<file path="src/rtl/dmau_pkg.sv">
package dmau_pkg;

    localparam int ADDR_W    = 12;
    localparam int DATA_W    = 8;
    localparam int OFF_W     = 8;
    localparam int BANK_W    = 4;
    localparam int NUM_BANKS = 1 << BANK_W;
    localparam int BANK_SIZE = 1 << OFF_W;
    localparam int SFR_W     = OFF_W - 1;

    typedef logic [ADDR_W-1:0] addr_t;
    typedef logic [DATA_W-1:0] byte_t;

    typedef enum logic [2:0] {
        OP_IDLE    = 3'd0,
        OP_READ    = 3'd1,
        OP_WRITE   = 3'd2,
        OP_SETBANK = 3'd3,
        OP_MOVE    = 3'd4
    } op_e;

    typedef enum logic {
        MV_IDLE = 1'b0,
        MV_DST  = 1'b1
    } mv_state_e;

    typedef struct packed {
        logic              sfr_hit;
        logic              gpr_hit;
        logic [SFR_W-1:0]  sfr_off;
    } region_t;

    // split window: low half of offsets -> bank 0, high half -> top of last bank
    function automatic addr_t resolve_direct(input logic banked,
                                             input logic [BANK_W-1:0] bank,
                                             input logic [OFF_W-1:0] off);
        if (banked)
            return {bank, off};
        else if (off[OFF_W-1])
            return {{BANK_W{1'b1}}, off};
        else
            return {{BANK_W{1'b0}}, off};
    endfunction

    function automatic logic in_sfr(input addr_t a);
        return a[ADDR_W-1:SFR_W] == '1;
    endfunction

    function automatic int popcount16(input logic [NUM_BANKS-1:0] m);
        int n;
        n = 0;
        for (int i = 0; i < NUM_BANKS; i++) n += int'(m[i]);
        return n;
    endfunction

    function automatic int bank_rank(input logic [NUM_BANKS-1:0] m,
                                     input logic [BANK_W-1:0] b);
        int n;
        n = 0;
        for (int i = 0; i < NUM_BANKS; i++)
            if (i < int'(b)) n += int'(m[i]);
        return n;
    endfunction

endpackage

</file>
<file path="src/rtl/dmau_bank_reg.sv">
module dmau_bank_reg
    import dmau_pkg::*;
(
    input  logic              clk,
    input  logic              rst,
    input  logic              load,
    input  byte_t             lit,
    output logic [BANK_W-1:0] bank,
    output byte_t             bank_rd
);
    logic [BANK_W-1:0] bank_q;

    always_ff @(posedge clk) begin
        if (rst)
            bank_q <= '0;
        else if (load)
            bank_q <= lit[BANK_W-1:0];
    end

    assign bank    = bank_q;
    assign bank_rd = {{(DATA_W-BANK_W){1'b0}}, bank_q};
endmodule

</file>
<file path="src/rtl/dmau_move_seq.sv">
module dmau_move_seq
    import dmau_pkg::*;
(
    input  logic  clk,
    input  logic  rst,
    input  logic  start,
    input  byte_t src_data,
    input  addr_t dst_abs,
    output logic  busy,
    output addr_t dst_q,
    output byte_t hold_q
);
    mv_state_e state_q;

    always_ff @(posedge clk) begin
        if (rst) begin
            state_q <= MV_IDLE;
            dst_q   <= '0;
            hold_q  <= '0;
        end else begin
            case (state_q)
                MV_IDLE: if (start) begin
                    state_q <= MV_DST;
                    dst_q   <= dst_abs;
                    hold_q  <= src_data;
                end
                default: state_q <= MV_IDLE;
            endcase
        end
    end

    assign busy = (state_q == MV_DST);
endmodule

</file>
<file path="src/rtl/dmau_addr_gen.sv">
module dmau_addr_gen
    import dmau_pkg::*;
(
    input  logic              busy,
    input  op_e               op,
    input  logic              banked,
    input  logic [BANK_W-1:0] bank,
    input  logic [OFF_W-1:0]  file_off,
    input  addr_t             src_abs,
    input  addr_t             dst_q,
    output addr_t             addr
);
    always_comb begin
        if (busy)
            addr = dst_q;
        else if (op == OP_MOVE)
            addr = src_abs;
        else
            addr = resolve_direct(banked, bank, file_off);
    end
endmodule

</file>
<file path="src/rtl/dmau_mem_router.sv">
module dmau_mem_router
    import dmau_pkg::*;
#(
    parameter logic [15:0] GPR_MASK = 16'h0001
) (
    input  logic             clk,
    input  addr_t            addr,
    input  logic             we,
    input  logic             re,
    input  byte_t            wdata,
    output byte_t            rdata,
    output logic [SFR_W-1:0] sfr_addr,
    output logic             sfr_we,
    output logic             sfr_re,
    output byte_t            sfr_wdata,
    input  byte_t            sfr_rdata
);
    // the SFR bank never holds GPR storage
    localparam logic [NUM_BANKS-1:0] EFF_MASK = GPR_MASK & 16'h7FFF;
    localparam int NUM_GPR   = popcount16(EFF_MASK);
    localparam int RAM_DEPTH = ((NUM_GPR > 0) ? NUM_GPR : 1) * BANK_SIZE;
    localparam int IDX_W     = $clog2(RAM_DEPTH);

    byte_t             mem [RAM_DEPTH];
    region_t           reg_s;
    logic [IDX_W-1:0]  idx;

    always_comb begin
        reg_s.sfr_hit = in_sfr(addr);
        reg_s.gpr_hit = EFF_MASK[addr[ADDR_W-1:OFF_W]] && !reg_s.sfr_hit;
        reg_s.sfr_off = addr[SFR_W-1:0];
        idx = IDX_W'(bank_rank(EFF_MASK, addr[ADDR_W-1:OFF_W]) * BANK_SIZE
                     + int'(addr[OFF_W-1:0]));
    end

    always_ff @(posedge clk) begin
        if (we && reg_s.gpr_hit)
            mem[idx] <= wdata;
    end

    always_comb begin
        if (reg_s.sfr_hit)
            rdata = sfr_rdata;
        else if (reg_s.gpr_hit)
            rdata = mem[idx];
        else
            rdata = '0;
    end

    assign sfr_addr  = reg_s.sfr_off;
    assign sfr_we    = we && reg_s.sfr_hit;
    assign sfr_re    = re && reg_s.sfr_hit;
    assign sfr_wdata = wdata;
endmodule

</file>
<file path="src/rtl/dmau_top.sv">
module dmau_top
    import dmau_pkg::*;
#(
    parameter logic [15:0] GPR_MASK = 16'h0001
) (
    input  logic        clk,
    input  logic        rst,
    input  logic [2:0]  op_i,
    input  logic        bank_mode_i,
    input  logic [7:0]  file_i,
    input  logic [7:0]  wdata_i,
    input  logic [7:0]  bank_lit_i,
    input  logic [11:0] src_abs_i,
    input  logic [11:0] dst_abs_i,
    output logic [7:0]  rdata_o,
    output logic [11:0] addr_o,
    output logic [7:0]  bank_o,
    output logic        busy_o,
    output logic [6:0]  sfr_addr_o,
    output logic        sfr_we_o,
    output logic        sfr_re_o,
    output logic [7:0]  sfr_wdata_o,
    input  logic [7:0]  sfr_rdata_i
);
    op_e               op;
    logic              busy;
    logic [BANK_W-1:0] bank;
    addr_t             addr, dst_q;
    byte_t             hold_q, rdata, wdata;
    logic              we, re;

    assign op = op_e'(op_i);

    dmau_bank_reg u_bank (
        .clk     (clk),
        .rst     (rst),
        .load    (!busy && op == OP_SETBANK),
        .lit     (bank_lit_i),
        .bank    (bank),
        .bank_rd (bank_o)
    );

    dmau_move_seq u_move (
        .clk      (clk),
        .rst      (rst),
        .start    (!busy && op == OP_MOVE),
        .src_data (rdata),
        .dst_abs  (dst_abs_i),
        .busy     (busy),
        .dst_q    (dst_q),
        .hold_q   (hold_q)
    );

    dmau_addr_gen u_agen (
        .busy     (busy),
        .op       (op),
        .banked   (bank_mode_i),
        .bank     (bank),
        .file_off (file_i),
        .src_abs  (src_abs_i),
        .dst_q    (dst_q),
        .addr     (addr)
    );

    assign we    = busy || (op == OP_WRITE);
    assign re    = !busy && (op == OP_READ || op == OP_MOVE);
    assign wdata = busy ? hold_q : wdata_i;

    dmau_mem_router #(.GPR_MASK(GPR_MASK)) u_route (
        .clk       (clk),
        .addr      (addr),
        .we        (we),
        .re        (re),
        .wdata     (wdata),
        .rdata     (rdata),
        .sfr_addr  (sfr_addr_o),
        .sfr_we    (sfr_we_o),
        .sfr_re    (sfr_re_o),
        .sfr_wdata (sfr_wdata_o),
        .sfr_rdata (sfr_rdata_i)
    );

    assign rdata_o = rdata;
    assign addr_o  = addr;
    assign busy_o  = busy;
endmodule

</file>
<file path="config.mk">
export PLATFORM = sky130hd
export DESIGN_NAME = dmau_top
export DESIGN_NICKNAME = d
export VERILOG_FILES = /design/src/rtl/dmau_pkg.sv /design/src/rtl/dmau_bank_reg.sv /design/src/rtl/dmau_move_seq.sv /design/src/rtl/dmau_addr_gen.sv /design/src/rtl/dmau_mem_router.sv /design/src/rtl/dmau_top.sv
export SDC_FILE = /design/constraint.sdc
export NUM_CORES = 2
export LEC_CHECK = 0
export BUFFER_PORTS_ARGS = -buffer_cell sky130_fd_sc_hd__buf_2
export CORE_ASPECT_RATIO = 2
export CORE_MARGIN = 3
export CORE_UTILIZATION = 52
export CTS_CLUSTER_SIZE = 10
export DETAILED_ROUTE_END_ITERATION = 12
export GPL_TIMING_DRIVEN = 0
export PLACE_DENSITY = 0.68
export SYNTH_ARGS = -nofsm -noshare
export SYNTH_HDL_FRONTEND = slang
export SYNTH_HIERARCHICAL = 1
export SYNTH_SLANG_ARGS = --single-unit
export TNS_END_PERCENT = 50
</file>
<file path="constraint.sdc">
create_clock -name clk -period 5.8 [get_ports clk]
set_input_delay 0.58 -clock clk [delete_from_list [all_inputs] [get_ports clk]]
set_output_delay 0.58 -clock clk [all_outputs]
set_load 0.01 [all_outputs]
</file>
; ---- After elaboration in Yosys (flattened, before gate mapping)
; Memory sizes are Yosys's and may differ from the RTL's.
; Index checks and enable logic that the tools add are counted.
[classes]
eq_ne = 5
mux = 11
order_cmp = 1
n_addsub = 1
n_mul = 0
n_reduce_logical = 13
bitwise_logic = 1
div = 0
shift = 0
[op_table]
columns = cell, count
row1 = $mux W12, 4
row2 = $mux W8, 3
row3 = $add A1 B8 Y8 const A, 1
row4 = $logic_and A1 B1 Y1, 7
row5 = $eq A3 B2 Y1 const B, 2
row6 = $eq A5 B5 Y1 const B, 1
row7 = $lt A4 B5 Y1 const B, 1
row8 = $mux W1, 4
row9 = $eq A3 B1 Y1 const B, 1
row10 = $eq A3 B3 Y1 const B, 1
row11 = $logic_not A1 Y1, 2
row12 = $logic_or A1 B1 Y1, 2
row13 = $reduce_and A2 Y1, 1
row14 = $reduce_or A2 Y1, 1
row15 = $not A1 Y1, 1
[word_totals]
latchBits = 0
elab_cells = 38
memories = 2
regBits = 25
mem_bits_rw = 2048
rom_bits = 16
out_inout_bits = 46
in_bits = 62
[mem_list]
columns = name, words, word_bits, read_ports, rd_ports_with_merged_regs, wr, line
row1 = u_route.mem, 256, 8, 1, 0, 1, dmau_mem_router.sv:24  ; byte_t mem [RAM_DEPTH];
row2 = (name not given), 16, 1, 1, 0, 0, dmau_mem_router.sv:30  ; reg_s.gpr_hit = EFF_MASK[addr[ADDR_W-1:OFF_W]] && !reg_s.sfr_hit;

; ---- Longest topological paths before layout
[depth]
ltp_word = 10
depth_mapped = 18
ltp_nobuf = 12

; ---- By module
; Netlist, hierarchy kept.
[by_module_without_submodules]
columns = module, area_per_inst_um2, seq_area_each_um2, instances, cells_each
row1 = dmau_mem_router, 79844.1, 61499.0, 1, 3934
row2 = dmau_move_seq, 940.9, 420.4, 1, 93
row3 = dmau_addr_gen, 325.3, 0.0, 1, 56
row4 = dmau_bank_reg, 203.9, 80.1, 1, 22
row5 = dmau_top, 178.9, 0.0, 1, 15

; ---- Least setup slack after synthesis
; No wires, ideal clock.
[synth_path]
path_kind = flip-flop to output port
start = reg u_move.state_q (netlist: u_move/busy)
end = out rdata_o[0]
arrival_time_ns = 3.350
required_time_ns = 5.220
setup_slack_ns = 1.870
stages_incl_launch_ff = 14
n_path_buf = 6
cell_sequence = dfxtp_1 clkbuf_2 buf_1 a21oi_1 a21oi_1 buf_6 buf_6 buf_6 buf_2 mux4_2 a221oi_1 nand4_1 nand3_1 a32oi_1
[synth_between]
word_cells_on_any_way = 10
cone_classes = 1 x add/sub / 1 x eq/ne / 4 x mux / 2 x reduce/logical / 2 x memory
[synth_lines]
columns = element, line
row1 = start: declaration, dmau_move_seq.sv:13  ; mv_state_e state_q;
row2 = start signal: assignment, dmau_move_seq.sv:17  ; state_q <= MV_IDLE;
row3 = start signal: assignment, dmau_move_seq.sv:23  ; state_q <= MV_DST;
row4 = start signal: assignment, dmau_move_seq.sv:27  ; default: state_q <= MV_IDLE;
row5 = $mux W12, dmau_addr_gen.sv:14  ; if (busy)
row6 = named net addr_o[0], dmau_top.sv:16  ; output logic [11:0] addr_o,
row7 = $add A1 B8 Y8, dmau_mem_router.sv:33  ; + int'(addr[OFF_W-1:0]));
row8 = $mem_v2 Z256 W8, n/a
row9 = $mux W8, dmau_mem_router.sv:44  ; else if (reg_s.gpr_hit)
row10 = $mux W8, dmau_mem_router.sv:42  ; if (reg_s.sfr_hit)
row11 = end: declaration, dmau_top.sv:15  ; output logic [7:0] rdata_o,
; The timed path passes the listed nets, and every way through them passes these cells. The select of a mux whose other input is x is not followed.

; ---- Final worst setup path
[layout_path]
start = reg u_move.state_q (netlist: u_move/busy)
end = mem u_route/mem[191][7] (netlist bit), enable pin
[layout_between]
elab_chain_len = 7
word_cells_on_any_way = 11
cone_classes = 1 x add/sub / 1 x eq/ne / 4 x mux / 4 x reduce/logical / 1 x memory
[layout_rtl]
columns = element, line
row1 = $mux W12, dmau_addr_gen.sv:14
row2 = $mem_v2 Z16 W1 or $eq A5 B5 Y1 (tied branches), n/a
row3 = $mux W1 (implied by the code) or $logic_not A1 Y1 (tied branches), dmau_mem_router.sv:30
row4 = $logic_and A1 B1 Y1, dmau_mem_router.sv:30
row5 = $logic_and A1 B1 Y1, dmau_mem_router.sv:37  ; if (we && reg_s.gpr_hit)
row6 = $mux W1, dmau_mem_router.sv:37
row7 = $mux W1 (implied by the code), dmau_mem_router.sv:38  ; mem[idx] <= wdata;
row8 = end: declaration, dmau_mem_router.sv:24
; Several ways; a longest one is shown, not always the timed one. The select of a mux whose other input is x is not followed.

==> flow_metrics.tcl <==
set metrics [dict create \
    ir_drop_v 0.000263 \
    critPathSlowestCell "nor2_1" \
    cts_tree "built" \
    hp-start "dst_abs_i[11]" \
    tightest_slew_ns 1.51 \
    layout_commonest_cell "edfxtp_1" \
    synthArstFlopShare 0 \
    layout.nets 4554 \
    fin_crit_sh 1.04 \
    timing.final.ws_setup_ns -0.206 \
    area_growth_pct 13.8 \
    grt_use_total 0.330 \
    dp_hpwl_um 181000 \
    crit_top_cell "clkbuf_2" \
    cp_max_fo 10 \
    synth_edf_count 2048 \
    fin_worst_skew_ns 0.0647 \
    cp_top_family "buffers and inverters" \
    gp_congestion 1.07 \
    whs_ns 0.0345 \
    drtIter0Drc 5893 \
    final_cell_mix "edfxtp_1 (2048), mux4_2 (419), nor2_1 (254), clkbuf_16 (234), nand2_1 (180)" \
    hold_class "in -> reg" \
    clk_pin_slew_ns 0.06 \
    rr_startpoint "u_move/busy" \
    total_leakage_power_nw 29.0 \
    post-place-cells 6298 \
    antenna_found_initial 10 \
    fp.dieW_um 286 \
    grt_overflow 0 \
    power.density_mw_per_mm2 348 \
    io_pins 108 \
    max_cap_viol_count 1 \
    row_count 204 \
    start_util 0.525 \
    outcome "finished, violations left" \
    route.detailed.drc 0 \
    fillers 11100 \
    first_pass_iters 8 \
    crit_type "reg -> reg" \
    drive_gt1_frac 0.273 \
    relSlewSlack -0.00394 \
    crit_path_max_incr_delay_ns 0.87 \
    die_area_mm2 0.162 \
    cts_sinks 2073 \
    setup-violations-final 316 \
    required_ns 6.24 \
    grt_pass1_wl_um 361000 \
    io_buffer_count 99 \
    post-route-min-period_ns 6.01 \
    die_h_um 566 \
    antenna_left 0 \
    crit_arrival_ns 6.45 \
    crit_buf_inv 6 \
    rr_endpoint "u_route/mem[191][7]" \
    final_cell_area_mm2 0.0927 \
    core_region_area_mm2 0.155 \
    synth-seq-cells 2073 \
    grt_pass1_vias 45300 \
    cts-root-buf "clkbuf_16" \
    viasPerCell 6.75 \
    ctsHtreeMaxLevel 4 \
    yosys_warnings 6 \
    syn-cell-area_mm2 0.0815 \
    fmax_ghz 0.166 \
    startpoint_type "register" \
    fin_cells 6591 \
    hold-path-endpoint "u_move/dst_q[11]" \
    post_drt_wl_per_cell_um 40.3 \
    routed_wl_um 266000 \
    violations "max-capacitance violations, max-slew violations, negative setup slack" \
    cts_buffer_depth 4 \
    seq_area_frac_synth 0.761 \
    end_kind "register" \
    clock_latency_ns 0.85 \
    dpl_cell_area_mm2 0.0850 \
    numCtsBuffers 233 \
    regToRegSetupSlack_ns -0.21 \
    finalPower_w 0.0323 \
    rr_worst_depth 11 \
    finalHoldViolations 0 \
    slew_viol_final 10 \
    ys_types 63 \
    grt_max_degree 150 \
    route.vias.total 44500 \
    cp_cell_sequence "clkbuf_2 -> buf_2 -> a21oi_1 -> a21oi_4 -> clkbuf_2 -> inv_1 -> nor2_2 -> clkbuf_2 -> nand2_1 -> clkbuf_2 -> nor2_1" \
    synth_ff_type "edfxtp_1" \
    synthCells 4120 \
    final_util 0.597 \
    hold_depth 3 \
    syn_avg_cell_area_um2 19.8 \
    rsz0062_at_grt "true" \
]
worst min-delay path: cells and delay by family:
family / cells / cell delay (ns)
AO/OA/AOI/OAI: 1 / 0.06
buffers and inverters: 1 / 0.10
AND/OR/NAND/NOR: 1 / 0.08
layout make-up:
type                       instances  area [um^2]  area share
timing repair buffer             139         1040      0.0112
sequential                      2073        62000       0.669
clock inverter                     5         51.3    0.000553
inverter                           9         37.5    0.000405
antenna                            8         20.0    0.000216
multi-input combinational       1766        18900       0.204
clock buffer                     261         5960      0.0643
buffer                           270         2120      0.0229
tap                             2060         2580      0.0278
logic make-up (layout without fill, tap and decap cells):
logic type | after synthesis | in the layout | synth area share
flip-flops | 2073 | 2073 | 0.761
AND/OR/NAND/NOR | 692 | 692 | 0.0399
multiplexers | 617 | 617 | 0.141
AO/OA/AOI/OAI | 452 | 452 | 0.0377
buffers and inverters | 284 | 684 | 0.0202
other | 1 | 12 | 0.0000460
XOR/XNOR | 1 | 1 | 0.000107
power breakdown:
part           internal [W]  switching, W  total [W]
registers            0.0165    0.00000473     0.0165
logic               0.00107       0.00226    0.00332
clock network       0.00709       0.00534     0.0124
through the flow:
stage                     setup TNS [ns]  worst slack [ns]
final                             -30.70            -0.206
after detailed placement        -1988.82             -1.94
after global placement          -2660.24             -3.15
after global routing               -4.16            -0.114
after floorplan                        0              1.87
after CTS                              0            0.0201
layer usage:
metal,track usage,up-vias,routed length (um),part of all wire
li1,-,17500,-,-
met1,0.337,23000,76100,0.29
met2,0.557,2992,134000,0.50
met3,0.0731,949,23800,0.090
met4,0.310,6,31700,0.12
met5,0.000904,-,52,0.00020
how the worst max path moves through the flow:
stage                start                  end  slack (ns)  cells past startpoint
2_1_floorplan  u_move/busy           rdata_o[0]        1.87                     13
3_3_place_gp       op_i[1]           rdata_o[2]       -3.15                     13
3_5_place_dp   u_move/busy           rdata_o[5]       -1.94                     13
4_1_cts        u_move/busy   u_route/mem[92][5]        0.02                     10
5_1_grt        u_move/busy  u_route/mem[108][2]       -0.11                     10
6_report       u_move/busy  u_route/mem[191][7]       -0.21                     11
state kept, by name (all words and copies together), names as in the netlist:
name	count
u_move/hold_q	8
u_move/busy	1
u_move/dst_q	12
u_bank/bank	4
u_route/mem	2048
synth_stat cells (all sizes together), types with 3 or more instances:
cell type,number,share of area
edfxtp,2048,0.75
mux4,419,0.12
nor2,278,0.013
buf,185,0.016
nand2,185,0.0085
mux2i,147,0.018
clkbuf,90,0.0042
a21oi,88,0.0054
a211oi,78,0.0072
nor2b,58,0.0045
o21ai,55,0.0034
o22ai,53,0.0041
mux2,51,0.0073
a22oi,45,0.0041
nand3,36,0.0022
nand2b,32,0.0025
dfxtp,25,0.0061
a22o,24,0.0026
nor3,24,0.0017
a32oi,22,0.0024
nand4bb,20,0.0028
o211ai,16,0.0015
a31oi,15,0.0012
and2,14,0.0011
and3,14,0.0011
a221oi,13,0.0015
nand4,11,0.00084
nor4,9,0.00069
a2111oi,8,0.00086
inv,8,0.00037
o2111ai,8,0.00086
o31ai,8,0.00074
a41oi,7,0.00075
o221ai,7,0.00075
or2,3,0.00023
what timing repair did:
action | in CTS | in global routing
hold endpoints to repair | 9 | 0
pin swaps | 18 | 14
setup endpoints to repair | 1952 | 144
gates resized for setup | 297 | 74
hold buffers | 9 | 0
buffers inserted | 11 | 3
Power figures use the tool's default switching activity.
